--- config.mk ---
export PLATFORM = sky130hd
export DESIGN_NAME = imm_nibble_regfile
export DESIGN_NICKNAME = d
export VERILOG_FILES = /design/src/rtl/imm_regs_pkg.sv /design/src/rtl/imm_op_decode.sv /design/src/rtl/nib_reg.sv /design/src/rtl/flag_unit.sv /design/src/rtl/imm_nibble_regfile.sv
export SDC_FILE = /design/constraint.sdc
export NUM_CORES = 1
export LEC_CHECK = 0
export BUFFER_PORTS_ARGS = -buffer_cell sky130_fd_sc_hd__buf_2
export CORE_MARGIN = 1
export CORE_UTILIZATION = 50
export DETAILED_ROUTE_END_ITERATION = 10
export PLACE_DENSITY = 0.81
export SLEW_MARGIN = 20
export SYNTH_ARGS = -nofsm -noshare
export SYNTH_HDL_FRONTEND = slang
export SYNTH_SLANG_ARGS = --single-unit
--- constraint.sdc ---
create_clock -name clk -period 1.9 [get_ports clk]
set_input_delay 0.38 -clock clk [delete_from_list [all_inputs] [get_ports clk]]
set_output_delay 0.38 -clock clk [all_outputs]
set_load 0.01 [all_outputs]
--- src/rtl/imm_regs_pkg.sv ---
// Package: shared widths, opcode field positions and move target codes
// for the nibble-immediate register file.
// Assumes: 8-bit data registers and 16-bit pointers. The opcode field
// layout is fixed by the single-byte instruction format.
package imm_regs_pkg;

    localparam int DATA_W  = 8;
    localparam int PTR_W   = 16;
    localparam int NIB_W   = 4;
    localparam int DATA_NIBS = DATA_W / NIB_W;
    localparam int PTR_NIBS  = PTR_W / NIB_W;
    localparam int NTGT      = 2 * DATA_NIBS + PTR_NIBS;
    localparam int TGT_W     = $clog2(NTGT);

    // Opcode field positions
    localparam int OP_IMM_BIT = 7;
    localparam int OP_TGT_LSB = 4;
    localparam int OP_NIB_LSB = 0;

    // First nibble-target index of each loadable register
    localparam int TGT_A_BASE  = 0;
    localparam int TGT_B_BASE  = TGT_A_BASE + DATA_NIBS;
    localparam int TGT_P1_BASE = TGT_B_BASE + DATA_NIBS;

    // Move target codes
    typedef enum logic [2:0] {
        MV_A   = 3'd0,
        MV_B   = 3'd1,
        MV_P1  = 3'd2,
        MV_P2  = 3'd3,
        MV_SP  = 3'd4
    } mov_dst_e;

endpackage

--- src/rtl/imm_op_decode.sv ---
// Module: imm_op_decode
// Turns the opcode byte into one nibble-enable per load target, plus the
// nibble value. Also steers the move and ALU write enables onto the five
// registers.
// Assumes: op_valid qualifies op_byte. Only bytes with the top bit set are
// loads. Move codes outside the defined range select nothing.
module imm_op_decode
    import imm_regs_pkg::*;
(
    input  logic                  op_valid,
    input  logic [7:0]            op_byte,
    input  logic                  alu_we,
    input  logic                  alu_sel,
    input  logic                  mov_we,
    input  logic [2:0]            mov_dst,
    output logic [DATA_NIBS-1:0]  imm_en_a,
    output logic [DATA_NIBS-1:0]  imm_en_b,
    output logic [PTR_NIBS-1:0]   imm_en_p1,
    output logic [NIB_W-1:0]      imm_nib,
    output logic                  mov_we_a,
    output logic                  mov_we_b,
    output logic                  mov_we_p1,
    output logic                  mov_we_p2,
    output logic                  mov_we_sp,
    output logic                  alu_we_a,
    output logic                  alu_we_b
);

    logic               is_load;
    logic [TGT_W-1:0]   tgt;
    logic [NTGT-1:0]    tgt_onehot;

    assign is_load = op_valid && op_byte[OP_IMM_BIT];
    assign tgt     = op_byte[OP_TGT_LSB +: TGT_W];
    assign imm_nib = op_byte[OP_NIB_LSB +: NIB_W];

    // Purpose: one enable bit per nibble target, set only for a valid load
    always_comb begin
        tgt_onehot = '0;
        if (is_load) tgt_onehot[tgt] = 1'b1;
    end

    assign imm_en_a  = tgt_onehot[TGT_A_BASE  +: DATA_NIBS];
    assign imm_en_b  = tgt_onehot[TGT_B_BASE  +: DATA_NIBS];
    assign imm_en_p1 = tgt_onehot[TGT_P1_BASE +: PTR_NIBS];

    // Purpose: steer the move enable onto exactly one register, or none
    always_comb begin
        mov_we_a  = 1'b0;
        mov_we_b  = 1'b0;
        mov_we_p1 = 1'b0;
        mov_we_p2 = 1'b0;
        mov_we_sp = 1'b0;
        if (mov_we) begin
            case (mov_dst)
                MV_A:    mov_we_a  = 1'b1;
                MV_B:    mov_we_b  = 1'b1;
                MV_P1:   mov_we_p1 = 1'b1;
                MV_P2:   mov_we_p2 = 1'b1;
                MV_SP:   mov_we_sp = 1'b1;
                default: ;
            endcase
        end
    end

    // Purpose: steer the ALU result enable onto A or B
    always_comb begin
        alu_we_a = alu_we && !alu_sel;
        alu_we_b = alu_we &&  alu_sel;
    end

endmodule

--- src/rtl/nib_reg.sv ---
// Module: nib_reg
// A W-bit register with three write sources in fixed priority. Any
// nibble-immediate enable wins, and only the enabled nibbles change.
// Otherwise a move write is taken, and otherwise an ALU write.
// Assumes: W is a multiple of 4. Unused sources are tied off by the parent.
module nib_reg #(
    parameter int W = 8
) (
    input  logic             clk,
    input  logic             rst_n,
    input  logic [W/4-1:0]   imm_en,
    input  logic [3:0]       imm_nib,
    input  logic             mov_we,
    input  logic [W-1:0]     mov_data,
    input  logic             alu_we,
    input  logic [W-1:0]     alu_data,
    output logic [W-1:0]     q
);

    localparam int NIBS = W / 4;

    logic [W-1:0] merged;
    logic [W-1:0] next_q;

    // Purpose: build the value with each enabled nibble replaced
    for (genvar g = 0; g < NIBS; g++) begin : g_nib
        assign merged[g*4 +: 4] = imm_en[g] ? imm_nib : q[g*4 +: 4];
    end

    // Purpose: pick the next value by source priority
    always_comb begin
        if (|imm_en)     next_q = merged;
        else if (mov_we) next_q = mov_data;
        else if (alu_we) next_q = alu_data;
        else             next_q = q;
    end

    // Purpose: state register with synchronous active-low clear
    always_ff @(posedge clk) begin
        if (!rst_n) q <= '0;
        else        q <= next_q;
    end

endmodule

--- src/rtl/flag_unit.sv ---
// Module: flag_unit
// Holds the carry, negative and zero flags, which only the ALU flag port
// loads. Derives pointers-equal combinationally from the two pointers.
// Assumes: the pointer inputs come straight from their registers.
module flag_unit #(
    parameter int PW = 16
) (
    input  logic          clk,
    input  logic          rst_n,
    input  logic          flag_we,
    input  logic          carry_in,
    input  logic          neg_in,
    input  logic          zero_in,
    input  logic [PW-1:0] ptr_x,
    input  logic [PW-1:0] ptr_y,
    output logic          c_q,
    output logic          n_q,
    output logic          z_q,
    output logic          pe
);

    // Purpose: stored arithmetic flags with synchronous active-low clear
    always_ff @(posedge clk) begin
        if (!rst_n) begin
            c_q <= 1'b0;
            n_q <= 1'b0;
            z_q <= 1'b0;
        end else if (flag_we) begin
            c_q <= carry_in;
            n_q <= neg_in;
            z_q <= zero_in;
        end
    end

    // Purpose: live equality of the two pointers
    assign pe = (ptr_x == ptr_y);

endmodule

--- src/rtl/imm_nibble_regfile.sv ---
// Module: imm_nibble_regfile (top)
// The programmer-visible register set: data registers A and B, pointers P1
// and P2, the stack pointer and four status flags. Nibble-immediate loads
// target A, B and P1. Move write-back reaches all five registers, and ALU
// write-back reaches A, B and the arithmetic flags.
// Assumes: a single opcode per cycle. Write collisions on one register are
// resolved inside each register by source priority.
module imm_nibble_regfile
    import imm_regs_pkg::*;
(
    input  logic              clk,
    input  logic              rst_n,
    input  logic              op_valid,
    input  logic [7:0]        op_byte,
    input  logic              alu_we,
    input  logic              alu_sel,
    input  logic [DATA_W-1:0] alu_data,
    input  logic              alu_flag_we,
    input  logic              alu_carry,
    input  logic              alu_neg,
    input  logic              alu_zero,
    input  logic              mov_we,
    input  logic [2:0]        mov_dst,
    input  logic [PTR_W-1:0]  mov_data,
    output logic [DATA_W-1:0] data_a,
    output logic [DATA_W-1:0] data_b,
    output logic [PTR_W-1:0]  ptr1,
    output logic [PTR_W-1:0]  ptr2,
    output logic [PTR_W-1:0]  stack_ptr,
    output logic              flag_c,
    output logic              flag_n,
    output logic              flag_z,
    output logic              flag_pe
);

    logic [DATA_NIBS-1:0] en_a, en_b;
    logic [PTR_NIBS-1:0]  en_p1;
    logic [NIB_W-1:0]     nib;
    logic mw_a, mw_b, mw_p1, mw_p2, mw_sp;
    logic aw_a, aw_b;

    imm_op_decode u_dec (
        .op_valid  (op_valid),
        .op_byte   (op_byte),
        .alu_we    (alu_we),
        .alu_sel   (alu_sel),
        .mov_we    (mov_we),
        .mov_dst   (mov_dst),
        .imm_en_a  (en_a),
        .imm_en_b  (en_b),
        .imm_en_p1 (en_p1),
        .imm_nib   (nib),
        .mov_we_a  (mw_a),
        .mov_we_b  (mw_b),
        .mov_we_p1 (mw_p1),
        .mov_we_p2 (mw_p2),
        .mov_we_sp (mw_sp),
        .alu_we_a  (aw_a),
        .alu_we_b  (aw_b)
    );

    nib_reg #(.W(DATA_W)) u_reg_a (
        .clk (clk), .rst_n (rst_n),
        .imm_en (en_a), .imm_nib (nib),
        .mov_we (mw_a), .mov_data (mov_data[DATA_W-1:0]),
        .alu_we (aw_a), .alu_data (alu_data),
        .q (data_a)
    );

    nib_reg #(.W(DATA_W)) u_reg_b (
        .clk (clk), .rst_n (rst_n),
        .imm_en (en_b), .imm_nib (nib),
        .mov_we (mw_b), .mov_data (mov_data[DATA_W-1:0]),
        .alu_we (aw_b), .alu_data (alu_data),
        .q (data_b)
    );

    nib_reg #(.W(PTR_W)) u_reg_p1 (
        .clk (clk), .rst_n (rst_n),
        .imm_en (en_p1), .imm_nib (nib),
        .mov_we (mw_p1), .mov_data (mov_data),
        .alu_we (1'b0), .alu_data ('0),
        .q (ptr1)
    );

    nib_reg #(.W(PTR_W)) u_reg_p2 (
        .clk (clk), .rst_n (rst_n),
        .imm_en ('0), .imm_nib ('0),
        .mov_we (mw_p2), .mov_data (mov_data),
        .alu_we (1'b0), .alu_data ('0),
        .q (ptr2)
    );

    nib_reg #(.W(PTR_W)) u_reg_sp (
        .clk (clk), .rst_n (rst_n),
        .imm_en ('0), .imm_nib ('0),
        .mov_we (mw_sp), .mov_data (mov_data),
        .alu_we (1'b0), .alu_data ('0),
        .q (stack_ptr)
    );

    flag_unit #(.PW(PTR_W)) u_flags (
        .clk      (clk),
        .rst_n    (rst_n),
        .flag_we  (alu_flag_we),
        .carry_in (alu_carry),
        .neg_in   (alu_neg),
        .zero_in  (alu_zero),
        .ptr_x    (ptr1),
        .ptr_y    (ptr2),
        .c_q      (flag_c),
        .n_q      (flag_n),
        .z_q      (flag_z),
        .pe       (flag_pe)
    );

endmodule

==> impl_results.md <==
- Status: complete, no violations
- Ys async rst share: 0
- Pleak: 2.17 nW
- Worst Hold Class: in -> reg
- Relative slew slack: 0.664
- Cell area after synthesis: 3330 um^2
- Worst-path cell chain: xnor2_1 > nand4_1 > nor4_2 > buf_2
- Dominant register cell in the synthesized netlist: dfxtp_1
- Final Max Slew Viols: 0
- Vias in the first global route: 3,127
- Clk_lat worst skew: 0.35 ns
- Initial Utilization: 0.521
- Worst-path fanout max: 3
- GRT Overall Usage: 0.278
- Setup Skew: 0 ns
- Setup slack, reg-to-reg: 1.00 ns
- IO Pins: 113
- Resize count post-CTS: 0
- First-pass GRT wire length: 15.5 mm
- Finished Layout Cells: 598
- Hold buffers post-CTS: 0
- Max rail drop VDD: 0.503 mV
- Nets: 561
- Area Growth Syn to Fin: 28.8%
- Area leader, netlist: dfxtp_1
- WP buf/inv: 1
- Clock transition at path regs: 0.07 ns
- Tcrit/Tclk final: 0.962
- Sequential fraction of the synthesis area: 0.403
- Die area: 6990 um^2
- Main area contributors after synthesis: dfxtp_1 40%, nand2_1 11%, o211a_1 7.2%
- Worst min-delay path endpoint: u_flags.z_q
- TNS Setup: 0 ns
- H-Tree Depth: 3
- CP endpoint kind: output port
- Slew @ Worst Pin: 0.504 ns
- Cells after DPL: 582
- WHS: 0.289 ns
- Post-synth EDFFs: 0
- Diode count: 0
- Via count: 3,413
- Initial DRC Count: 173
- Gate Count Post-Synth: 402
- DR DRC count: 0
- Fmax achieved: 547 MHz
- Max Cap Violations: 0
- CP max stage delay: 0.39 ns
- Initial antenna violation count: 0
- CP arrival: 1.45 ns
- Hold Path Stages: 3
- Crit start category: flip-flop
- Routability cong.: 0.923
- CTS Buffer Depth: 2
- CTS tree: yes
- Die X: 83.6 um
- TritonCTS Buffers: 9
- DR WL/cell: 16.2 um
- Root Driver: clkbuf_8
- Syn. warnings: 0
- Port bufs: 112
- Syn Nets: 447
- Postcts setup bufs: 0
- Critical path type: reg -> out
- 1st-pass router iterations: 5
- Largest net degree at the start of global routing: 46
- Total core area: 6390 um^2
- FP Rows: 29
- Die outline height: 83.6 um
- Synth cell types: 35
- Dpl hpwl: 6.97 mm
- Final Hold Violating Endpoints: 0
- Worst Reg-to-Reg Cells: 3
- Clock Sink Count: 67
- Family with the most delay on the worst path: simple AND/OR/NAND/NOR gates
- Syn Area/Cell: 8.28 um^2
- Routed Wire Length: 9.71 mm
- Fillers: 546
- DR vias/cell: 5.71
- Reg2reg end: u_reg_a.q[0]
- Post-route cell area: 4290 um^2
- Req. time, crit path: 1.52 ns
- Min-delay src: alu_zero
- Worst setup margin: 0.0730 ns
- Final Util: 0.671
- Synthesis-stage register bit count: 67
- Overall Power: 3.51 mW
- Slowest cell on the critical path: dfxtp_1
- Worst R2R Start: u_reg_a.q[0]
- Area share of the largest cell type after synthesis: 0.403
- Period minus WS final: 1.83 ns
- DRT antenna net count: 0
- Pre-CTS setup slack: 0.154 ns
- PwrDens: 820 nW/um^2
- Placed Area: 4010 um^2
- Count of final setup violators: 0
- Layout cells sized above 1: 0.305
- Global route overflow: 0
-- synthesized netlist by cell type (9+ instances only) --
| cell | number |
|---|---|
| nand3_1 | 9 |
| nor2_1 | 18 |
| nand2_1 | 94 |
| mux2i_1 | 16 |
| o211a_1 | 24 |
| o21ai_0 | 11 |
| dfxtp_1 | 67 |
| clkbuf_1 | 16 |
| a21boi_0 | 31 |
| xnor2_1 | 16 |
| and3_1 | 10 |
| a21oi_1 | 31 |
-- tightest hold or removal path, stage by stage --
cell and delay, ns:
buf_2 0.07, mux2i_1 0.06, nor2b_1 0.09
-- state kept, by name, indices dropped and copies added, names as in the netlist --
register     flops
u_reg_p1.q      16
u_reg_p2.q      16
u_reg_sp.q      16
u_reg_a.q        8
u_reg_b.q        8
u_flags.c_q      1
u_flags.n_q      1
u_flags.z_q      1
-- cells by family (layout without fill, tap and decap cells) --
family          count (synthesis)  count (layout)  share of synthesized area
simple gates                  163             163                      0.229
flops                          67              67                      0.403
buf+inv                        29             148                     0.0380
compound gates                111             111                      0.240
xor+xnor                       16              16                     0.0421
mux                            16              16                     0.0481
-- worst max-delay path by stage --
stage | from | endpoint | slack, ns | cells past startpoint
floorplan | mov_dst[1] | u_reg_a.q[0] | 0.31 | 6
global placement | mov_dst[1] | u_reg_a.q[7] | 0.20 | 6
detailed placement | mov_dst[1] | u_reg_a.q[7] | 0.15 | 6
CTS | u_reg_p2.q[11] | flag_pe | 0.08 | 4
global route | u_reg_p2.q[8] | flag_pe | -0.03 | 4
finish | u_reg_p2.q[8] | flag_pe | 0.07 | 4
-- cell type report --
type	instances	area [um^2]	share of cell area
inverters	3	11.3	0.00263
clock buffers	10	138	0.0321
flip-flops and latches	67	1350	0.314
well taps	77	96.3	0.0225
repair buffers	129	701	0.163
multi-input cells	306	1880	0.439
clock inverters	6	111	0.0260
-- report_power, final --
part / leakage, nW / switching (mW) / internal [mW]
registers: 0.548 / 0.0521 / 1.47
clock network: 0.123 / 0.575 / 0.910
logic: 1.50 / 0.278 / 0.232
total: 2.17 / 0.905 / 2.61
-- layer usage --
layer	wire length, um	GRT usage	part of all wire	up-vias
li1	-	-	-	1630
met1	4230	0.359	0.44	1599
met2	4610	0.453	0.48	166
met3	661	0.0574	0.068	18
met4	209	0.112	0.022	0
met5	0	0	0	-
-- placed cells by master (no fill, tap or decap), types with 2 or more instances in the layout --
cell type	netlist	layout
o21ai_0	11	11
inv_1	3	3
a211oi_1	4	4
and4_1	4	4
and3_1	10	10
nand4bb_1	2	2
o211a_1	24	24
nand4_1	4	4
clkbuf_8	0	10
nand2_1	94	94
a211o_1	4	4
bufinv_16	0	3
nor2_1	18	18
dfxtp_2	0	5
dfxtp_1	67	62
nor2b_1	8	8
mux2i_1	16	16
a31o_2	3	3
nand3_1	9	9
a21oi_1	31	31
xnor2_1	16	14
a21boi_0	31	31
buf_2	7	112
nand2b_1	6	6
buf_4	0	16
xnor2_2	0	2
nor3_1	2	2
Power figures use the tool's default switching activity.
